--- config.mk ---
export PLATFORM = sky130hd
export DESIGN_NAME = flagCondUnit
export DESIGN_NICKNAME = d
export VERILOG_FILES = /design/src/rtl/flagPkg.sv /design/src/rtl/flagCtrl.sv /design/src/rtl/flagStore.sv /design/src/rtl/condEval.sv /design/src/rtl/flagCondUnit.sv
export SDC_FILE = /design/constraint.sdc
export NUM_CORES = 1
export LEC_CHECK = 0
export BUFFER_PORTS_ARGS = -buffer_cell sky130_fd_sc_hd__buf_4
export CORE_AREA = 2 2 39 41
export CTS_CLUSTER_DIAMETER = 120
export DETAILED_ROUTE_END_ITERATION = 8
export DIE_AREA = 0 0 41 43
export GPL_ROUTABILITY_DRIVEN = 1
export HOLD_SLACK_MARGIN = 0.03
export PLACE_DENSITY = 0.52
export SKIP_CTS_REPAIR_TIMING = 1
export SYNTH_ARGS = -nofsm -noshare
export SYNTH_HDL_FRONTEND = slang
export SYNTH_SLANG_ARGS = --single-unit
--- constraint.sdc ---
create_clock -name clk -period 1.68 [get_ports clk]
set_input_delay 0.252 -clock clk [delete_from_list [all_inputs] [get_ports clk]]
set_output_delay 0.252 -clock clk [all_outputs]
set_load 0.02 [all_outputs]
--- src/rtl/flagPkg.sv ---
package flagPkg;
  localparam int NUM_FLAGS = 6;
  localparam int SEL_W     = 3;

  localparam int CF_POS = 0;
  localparam int PF_POS = 1;
  localparam int AF_POS = 2;
  localparam int ZF_POS = 3;
  localparam int SF_POS = 4;
  localparam int OF_POS = 5;

  typedef struct packed {
    logic ovf;
    logic sgn;
    logic zer;
    logic aux;
    logic par;
    logic cry;
  } flag_t;

  typedef struct packed {
    logic writeMain;
    logic writeCarry;
  } flagStrobe_t;

  typedef enum logic [SEL_W-1:0] {
    SEL_OVF   = 3'd0,
    SEL_BELOW = 3'd1,
    SEL_ZERO  = 3'd2,
    SEL_BEQ   = 3'd3,
    SEL_SIGN  = 3'd4,
    SEL_PAR   = 3'd5,
    SEL_LESS  = 3'd6,
    SEL_LEQ   = 3'd7
  } condSel_e;
endpackage

--- src/rtl/flagCtrl.sv ---
module flagCtrl
  import flagPkg::*;
(
  input  logic        clk,
  input  logic        rst,
  input  logic        updValid,
  input  logic        updCarry,
  output flagStrobe_t strobes
);
  always_comb begin
    strobes.writeMain  = updValid;
    strobes.writeCarry = updValid & updCarry;
  end

  // the carry strobe never fires without the main strobe
  a_r3_carry_needs_main: assert property (@(posedge clk) disable iff (rst)
    strobes.writeCarry |-> strobes.writeMain);
endmodule

--- src/rtl/flagStore.sv ---
module flagStore
  import flagPkg::*;
(
  input  logic                 clk,
  input  logic                 rst,
  input  flagStrobe_t          strobes,
  input  logic [NUM_FLAGS-1:0] newFlags,
  output flag_t                flagQ
);
  logic [NUM_FLAGS-1:0] flagBits;

  for (genvar i = 0; i < NUM_FLAGS; i++) begin : g_bit
    localparam bit IS_CARRY = (i == CF_POS);
    logic bitEn;
    assign bitEn = IS_CARRY ? strobes.writeCarry : strobes.writeMain;
    always_ff @(posedge clk) begin
      if (rst)        flagBits[i] <= 1'b0;
      else if (bitEn) flagBits[i] <= newFlags[i];
    end
  end

  assign flagQ = flag_t'(flagBits);

  // no strobe, no change
  a_r4_hold: assert property (@(posedge clk) disable iff (rst)
    !strobes.writeMain |=> $stable(flagQ));
  // carry-preserving mode keeps CF
  a_r3_carry_kept: assert property (@(posedge clk) disable iff (rst)
    (strobes.writeMain && !strobes.writeCarry) |=> (flagQ.cry == $past(flagQ.cry)));
  // carry-preserving mode still writes the other five flags
  a_r3_others_written: assert property (@(posedge clk) disable iff (rst)
    (strobes.writeMain && !strobes.writeCarry) |=>
      (flagBits[NUM_FLAGS-1:1] == $past(newFlags[NUM_FLAGS-1:1])));
  // full mode writes everything
  a_r2_full_write: assert property (@(posedge clk) disable iff (rst)
    (strobes.writeMain && strobes.writeCarry) |=> (flagBits == $past(newFlags)));
endmodule

--- src/rtl/condEval.sv ---
module condEval
  import flagPkg::*;
(
  input  flag_t            flagQ,
  input  logic [SEL_W-1:0] qSel,
  input  logic             qPol,
  output logic             qTaken
);
  logic baseCond;
  logic lessBit;

  always_comb begin
    lessBit = flagQ.sgn ^ flagQ.ovf;
    unique case (condSel_e'(qSel))
      SEL_OVF:   baseCond = flagQ.ovf;
      SEL_BELOW: baseCond = flagQ.cry;
      SEL_ZERO:  baseCond = flagQ.zer;
      SEL_BEQ:   baseCond = flagQ.cry | flagQ.zer;
      SEL_SIGN:  baseCond = flagQ.sgn;
      SEL_PAR:   baseCond = flagQ.par;
      SEL_LESS:  baseCond = lessBit;
      SEL_LEQ:   baseCond = flagQ.zer | lessBit;
      default:   baseCond = 1'b0;
    endcase
    qTaken = ~(baseCond ^ qPol);
  end
endmodule

--- src/rtl/flagCondUnit.sv ---
module flagCondUnit
  import flagPkg::*;
(
  input  logic                 clk,
  input  logic                 rst,
  input  logic                 updValid,
  input  logic                 updCarry,
  input  logic [NUM_FLAGS-1:0] updFlags,
  input  logic [SEL_W-1:0]     qSel,
  input  logic                 qPol,
  output logic                 qTaken,
  output logic [NUM_FLAGS-1:0] flagsOut
);
  flagStrobe_t strobes;
  flag_t       flagQ;

  flagCtrl u_ctrl (
    .clk      (clk),
    .rst      (rst),
    .updValid (updValid),
    .updCarry (updCarry),
    .strobes  (strobes)
  );

  flagStore u_store (
    .clk      (clk),
    .rst      (rst),
    .strobes  (strobes),
    .newFlags (updFlags),
    .flagQ    (flagQ)
  );

  condEval u_eval (
    .flagQ  (flagQ),
    .qSel   (qSel),
    .qPol   (qPol),
    .qTaken (qTaken)
  );

  assign flagsOut = flagQ;

  // zero selector with polarity 1 follows the stored ZF bit
  a_r5_zero_query: assert property (@(posedge clk) disable iff (rst)
    (qSel == 3'd2 && qPol) |-> (qTaken == flagsOut[ZF_POS]));
  // below selector with polarity 0 is the inverse of stored CF
  a_r5_below_query: assert property (@(posedge clk) disable iff (rst)
    (qSel == 3'd1 && !qPol) |-> (qTaken != flagsOut[CF_POS]));
  // a less-or-equal query with polarity 1 is taken whenever ZF is stored set
  a_r6_leq_zero: assert property (@(posedge clk) disable iff (rst)
    (qSel == 3'd7 && qPol && flagsOut[ZF_POS]) |-> qTaken);
endmodule

Yosys cells after proc, flatten, opt, wreduce, memory -nomap -nowiden --
Index checks and enable logic that the tools add are counted.
Storage, ports and cells: output and inout port bits 7, word-level logic and storage cells 21, register bits after elaboration 6, input bits 14
Cells by class: bitwise gates (word level) 6, equal/unequal tests 7, reductions and logical operators 1, muxes and demuxes 1
Operators with widths (count):
- $eq A3 B3 Y1 const B | 4
- $pmux W1 S8 | 1
- $eq A3 B2 Y1 const B | 2
- $eq A3 B1 Y1 const B | 1
- $logic_not A3 Y1 | 1
- $or A1 B1 Y1 | 2
- $xor A1 B1 Y1 | 2
- $and A1 B1 Y1 | 1
- $not A1 Y1 | 1

Depth between registers and ports, before layout --
Gate-level depths: netlist of the first run.
word-level depth 5, depth in mapped cells 4

Cells and area by module --
Synthesis of the first run repeated with hierarchy kept, for this count alone.
Unflattened totals: cells, all modules 33, area total of the unflattened synthesis 306.5 um^2
By module, submodules not included:
- flagStore | times used 1, area each 214.0 um^2, cells each 19, sequential area each 120.1 um^2
- condEval | times used 1, area each 78.8 um^2, cells each 12, sequential area each 0.0 um^2
- flagCtrl | times used 1, area each 13.8 um^2, cells each 2, sequential area each 0.0 um^2

Worst setup path before layout of the first run --
No wires, ideal clock.
kind reg-to-output, from reg u_store.flagBits[4] (netlist: u_store.flagQ[4]), to out qTaken, path buffers 0, setup slack 0.077 ns, arrival time 1.351 ns, stages on the path, launching flop included 5, cells stage by stage dfxtp_1 > and3b_2 > a211oi_2 > o211a_1 > xor2_1
On the way: word-level cells in the longest chain between the ends 5
RTL lines:
- from (decl) | line flagStore.sv:10 | logic [NUM_FLAGS-1:0] flagBits;
- from (signal, indexed assignment) | line flagStore.sv:18 | else if (bitEn) flagBits[i] <= newFlags[i];
- $xor A1 B1 Y1 | line condEval.sv:13 | lessBit = flagQ.sgn ^ flagQ.ovf;
- $or A1 B1 Y1 | line condEval.sv:22 | SEL_LEQ: baseCond = flagQ.zer | lessBit;
- $pmux W1 S8 * | line condEval.sv:14 | unique case (condSel_e'(qSel))
- $xor A1 B1 Y1 * | line condEval.sv:25 | qTaken = ~(baseCond ^ qPol);
- $not A1 Y1 * | line condEval.sv:25
- to (decl) | line flagCondUnit.sv:11 | output logic qTaken,
Mark *: on every way between the ends. The rest lies on a longest branch, timed or not.

Worst setup path in the final report of the first run --
from reg u_store.flagBits[1] (netlist: u_store.flagQ[1]), to out qTaken
On the way: word-level cells in the longest chain between the ends 3
RTL lines (line):
- $pmux W1 S8 | condEval.sv:14
- $xor A1 B1 Y1 | condEval.sv:25
- $not A1 Y1 | condEval.sv:25
No other way between the ends.

==> flow_summary.ini, run 1 <==
[drt]
drt_iter0_drc = 0
wl_met1_um = 309
drc = 0
via_per_inst = 4.38
drt-pass1-iter-count = 1
post_drt_wl_per_cell_um = 10.5
route.met3.wl_um = 74
vias = 302
wl_um = 726
wl_met2_um = 342
routed.top_layer = met3
ant_nets = 0

[clocking]
cts-root-buf = clkbuf_4
cts_buffers = 3
clkLatencyLatePin_ns = 0.24
clk_pin_slew_ns = 0.05
cts_tree = yes
htreeDepth = 1
cts.sinks = 6
cts_buffer_depth = 2

[flow_run]
maxCapViolations = 0

[yosys]
synthTopCellsByArea = dfxtp_1 (41%), mux2i_1 (20%), nor2_1 (6.3%), a211oi_2 (4.2%), and3b_2 (3.4%)
ys_async_sr_fraction_pct = 0
synth-compound-area-share_pct = 13.9
synth-main-ff-cell = dfxtp_1
syn_area_sq_um = 297
synth_top_area_cell = dfxtp_1
ys_seq_area_share_pct = 40.5
synth-edff-count = 0
synthSimpleGateAreaFrac_pct = 19.8
synth_top_family_by_area = multiplexers
muxShareOfSynthArea_pct = 20.3
synth_top_cell_area_share_pct = 40.5
ys.warnings.count = 0
ys_seq_elements = 6
yosys.area_share.adder_pct = 0
ys_types = 16
synth_xor_area_share_pct = 2.95
syn_inst = 31
syn_nets = 45
avgSynthCellArea_sq_um = 9.57

[power_and_ir_drop]
total_power_uw = 383
p_leak_nw = 0.244
ir_worst_vdd_mv = 0.290
pwr_density_cell_mw_per_mm2 = 780

[setup_path]
start_kind = flip-flop
cp.required_ns = 1.43
crit_path_top_delay_cell = dfxtp_1
crit_arrival_ns = 1.41
critical_path_class = reg2out
path_cells = and3b_1 -> a211oi_2 -> o211a_1 -> xor2_1 -> buf_4
crit_fanout = 3
slowest_delay_ns = 0.32
critPathCaptureType = output port

[cells_and_area]
n_antenna_cell = 0
layout-drive-gt1-share_pct = 50.9
post-route-util_pct = 35.4
multi_input_area_sq_um = 169
nFillCells = 159
largest_register_ffs = 6
seq_area_sq_um = 125
final-instance-count-excl-fill = 69
nets = 69
area_growth_pct = 65.4

[floorplan]
start_util_pct = 21.4
fp.dieH_um = 43
io_pins = 21
rows = 14
die_area_sq_mm = 0.00176
core-area_sq_mm = 0.00138
die_w_um = 41

[sta]
timing.fmax_mhz = 602
hold_viol = 0
tightestPinTransition_ns = 0.271
max_slew_margin_pct = 81.7
min_period_over_period_pct = 98.8
slew_viol_final = 0
tns_ns = 0
clock_skew_ns = 0
setup_viol = 0
grt_setup_unrepaired = true
min_period_ns = 1.66
worst_hold_slack_ns = 0.209

[global_routing]
track_usage_pct = 10.1
antenna_found_initial = 0
grt_pass1_vias = 269
grt_max_degree = 8
gr-total-overflow = 0
grt_pass1_wl_mm = 1.08

[outcome]
status = finished clean

[placed_design]
dp_hpwl_um = 574
placed_cells = 66
portBuffers = 20
gp_congestion = 0.587

[hold_path]
hold_class = in2reg
area by class of cell:
| cell class | instances | share of cell area (%) |
|---|---|---|
| clock buffers | 3 | 4.59 |
| flip-flops and latches | 6 | 25.5 |
| well taps | 16 | 4.08 |
| inverters | 1 | 0.765 |
| multi-input cells | 23 | 34.4 |
| repair buffers | 20 | 30.6 |
cells in the mapped netlist, types with 2 or more instances:
master / instances
nor2_1: 5
nand2_1: 2
dfxtp_1: 6
mux2i_1: 6
layer usage:
metal	global-route usage, %	up-vias
li1	-	159
met1	9.71	130
met2	14.4	13
met3	4.71	0
met4	10.0	0
met5	0	-
metrics by stage:
step	area [sq um]	worst slack, ns
floorplan	297	0.0775
global placement	463	0.198
finish	490	0.0195
global route	490	-0.0833
CTS	485	-0.0578
detailed placement	463	0.197
cells by family after synthesis:
group,after synthesis
and+or+nand+nor,11
buffers and inverters,2
muxes,6
AOI/OAI and AO/OA,5
xor gates and xnor gates,1
DFF,6
where the power goes:
| part | total, mW | internal (mW) | switching (mW) | leakage, nW |
|---|---|---|---|---|
| Clock | 0.134 | 0.0809 | 0.0535 | 0.0138 |
| Combinational | 0.0908 | 0.0498 | 0.0409 | 0.180 |
| Sequential | 0.157 | 0.151 | 0.00658 | 0.0505 |
| Total | 0.383 | 0.282 | 0.101 | 0.244 |
critical path: cells and delay by family, from the launching register on:
| family | cells | cell delay (ns) |
|---|---|---|
| and+or+nand+nor | 1 | 0.19 |
| DFF | 1 | 0.32 |
| AOI/OAI and AO/OA | 2 | 0.37 |
| buffers and inverters | 1 | 0.16 |
| xor gates and xnor gates | 1 | 0.14 |
cells in the final DEF, fill, tap and decap left out:
| cell type | count |
|---|---|
| buf_4 | 20 |
| mux2i_1 | 6 |
| nor2_1 | 5 |
| dfxtp_1 | 4 |
| clkbuf_4 | 3 |
| nand2_1 | 2 |
| inv_1 | 1 |
| and3b_1 | 1 |
| and3b_2 | 1 |
| a211oi_2 | 1 |
| o211ai_1 | 1 |
| nor4b_1 | 1 |
| a31oi_1 | 1 |
| o211a_1 | 1 |
| xor2_1 | 1 |
| nand3_1 | 1 |
| a21oi_1 | 1 |
| dfxtp_4 | 1 |
| dfxtp_2 | 1 |
worst paths after layout:
check | slack (ns) | end | depth (start not counted) | start
max | 0.02 | qTaken | 5 | u_store.flagQ[1]$_SDFFE_PP0P_
min | 0.21 | u_store.flagQ[4]$_SDFFE_PP0P_ | 2 | rst
max reg2reg | 1.06 | u_store.flagQ[4]$_SDFFE_PP0P_ | 2 | u_store.flagQ[4]$_SDFFE_PP0P_
min reg2reg | 0.47 | u_store.flagQ[0]$_SDFFE_PP0P_ | 2 | u_store.flagQ[0]$_SDFFE_PP0P_
Note: power is estimated with default switching activity, not from simulation.
==> inputs of run 2 (changes only) <==
--- a/config.mk
+++ b/config.mk
@@ -11,8 +11,10 @@
 export DETAILED_ROUTE_END_ITERATION = 8
 export DIE_AREA = 0 0 41 43
 export GPL_ROUTABILITY_DRIVEN = 1
+export GPL_TIMING_DRIVEN = 0
 export HOLD_SLACK_MARGIN = 0.03
 export PLACE_DENSITY = 0.52
+export SETUP_SLACK_MARGIN = 0.4
 export SKIP_CTS_REPAIR_TIMING = 1
 export SYNTH_ARGS = -nofsm -noshare
 export SYNTH_HDL_FRONTEND = slang
==> run 2 against run 1 <==
The run now ends with negative setup slack left; register-to-register slack about the same; setup slack worse by 0.045 ns; clock power up 7%; cell count up 1.4%; sequential cell count unchanged; hold slack worse by 0.0059 ns; wire length up 2.5%; critical path type unchanged.
==> flow_summary.ini, run 2 (synthesis results as in run 1) <==
[drt]
route.met3.wl_um = 82
drt-pass1-iter-count = 1
wl_um = 744
wl_met1_um = 297
drt_iter0_drc = 0
drc = 0
wl_met2_um = 363
routed.top_layer = met3
vias = 308
via_per_inst = 4.40
ant_nets = 0
post_drt_wl_per_cell_um = 10.6

[sta]
slew_viol_final = 0
worst_hold_slack_ns = 0.203
clock_skew_ns = 0
setup_viol = 1
fin_ws_ns = -0.0255
tightestPinTransition_ns = 0.430
hold_viol = 0
grt_setup_unrepaired = true
timing.fmax_mhz = 586
min_period_ns = 1.71
max_slew_margin_pct = 71.3
min_period_over_period_pct = 102

[global_routing]
antenna_found_initial = 0
track_usage_pct = 9.87
gr-total-overflow = 0
grt_max_degree = 8
grt_pass1_wl_mm = 1.09
grt_pass1_vias = 285

[cells_and_area]
multi_input_area_sq_um = 183
layout.cells.most_common = buf_4
nFillCells = 147
seq_area_sq_um = 126
design_area_sq_um = 509
largest_register_ffs = 6
post-route-util_pct = 36.8
area_growth_pct = 71.7
final_cell_mix = buf_4 (18), mux2i_1 (6), nor2_1 (5)
layout-drive-gt1-share_pct = 53.7
nets = 69
n_antenna_cell = 0

[power_and_ir_drop]
ir_worst_vdd_mv = 0.240
p_leak_nw = 0.245
total_power_uw = 398
pwr_density_cell_mw_per_mm2 = 781

[floorplan]
fp.dieH_um = 43
io_pins = 21
die_area_sq_mm = 0.00176
core-area_sq_mm = 0.00138
start_util_pct = 21.4
rows = 14
die_w_um = 41

[setup_path]
crit_arrival_ns = 1.45
slowest_delay_ns = 0.35
startpoint = u_store.flagQ[4]$_SDFFE_PP0P_
crit_fanout = 4
start_kind = flip-flop
crit_path_top_delay_cell = dfxtp_4
reg2reg_slack_ns = 1.06
r2r-start = u_store.flagQ[4]$_SDFFE_PP0P_
path_cells = and3b_2 -> a211oi_2 -> o211a_1 -> xor2_2 -> buf_6
critPathCaptureType = output port
cp.required_ns = 1.43
critical_path_class = reg2out

[clocking]
cts_buffers = 3
htreeDepth = 1
cts_tree = yes
clkLatencyLatePin_ns = 0.24
clk_pin_slew_ns = 0.05
cts.sinks = 6
cts_buffer_depth = 2
cts-root-buf = clkbuf_4

[outcome]
violations = negative setup slack
status = finished, violations left

[placed_design]
place_ws_ns = 0.150
portBuffers = 19
gp_congestion = 0.573
dpl_cell_area_sq_um = 473

[flow_run]
maxCapViolations = 0

[hold_path]
min_from = rst
hold_class = in2reg
-- run 2: cell types whose count changed in the layout (fill, tap and decap cells not counted), sizes merged --
| cell | previous run | this run |
|---|---|---|
| buf | 20 | 19 |
| clkbuf | 3 | 5 |
-- run 2: area by class of cell --
| type | count | share of cell area, % |
|---|---|---|
| inverter | 1 | 0.737 |
| multi-input combinational | 23 | 35.9 |
| buffer | 1 | 0.737 |
| clock buffer | 4 | 5.16 |
| timing repair buffer | 19 | 28.7 |
| tap | 16 | 3.93 |
| sequential | 6 | 24.8 |
-- run 2: worst paths after layout --
check                                                      to  cells past startpoint
worst max register to register  u_store.flagQ[4]$_SDFFE_PP0P_                      2
worst min register to register  u_store.flagQ[0]$_SDFFE_PP0P_                      2
worst min-delay path            u_store.flagQ[4]$_SDFFE_PP0P_                      2
worst max-delay path                                   qTaken                      5
-- run 2: power breakdown --
| group | internal, mW | switching (mW) | leakage, nW |
|---|---|---|---|
| combinational | 0.0527 | 0.0442 | 0.180 |
| sequential | 0.151 | 0.00696 | 0.0508 |
| clock | 0.0900 | 0.0526 | 0.0150 |
-- run 2: routing by layer --
metal  vias to the layer above  GRT usage (%)
met1                       137           8.77
met2                        13           15.6
met3                         0           4.71
li1                        158              -
met5                         -              0
met4                         0           8.00
-- run 2: worst max-delay path, delay by kind of cell, from the launching register on --
family                 cells  cell delay (ns)
buffers and inverters      1             0.13
AND/OR/NAND/NOR            1             0.20
XOR/XNOR                   1             0.14
flip-flops                 1             0.35
AO/OA/AOI/OAI              2             0.38
-- run 2: per-stage QoR --
step                TNS, ns  std cells
floorplan                 0         31
global placement          0         66
detailed placement        0         66
CTS                 -0.0735         70
global route         -0.122         70
finish              -0.0255         70
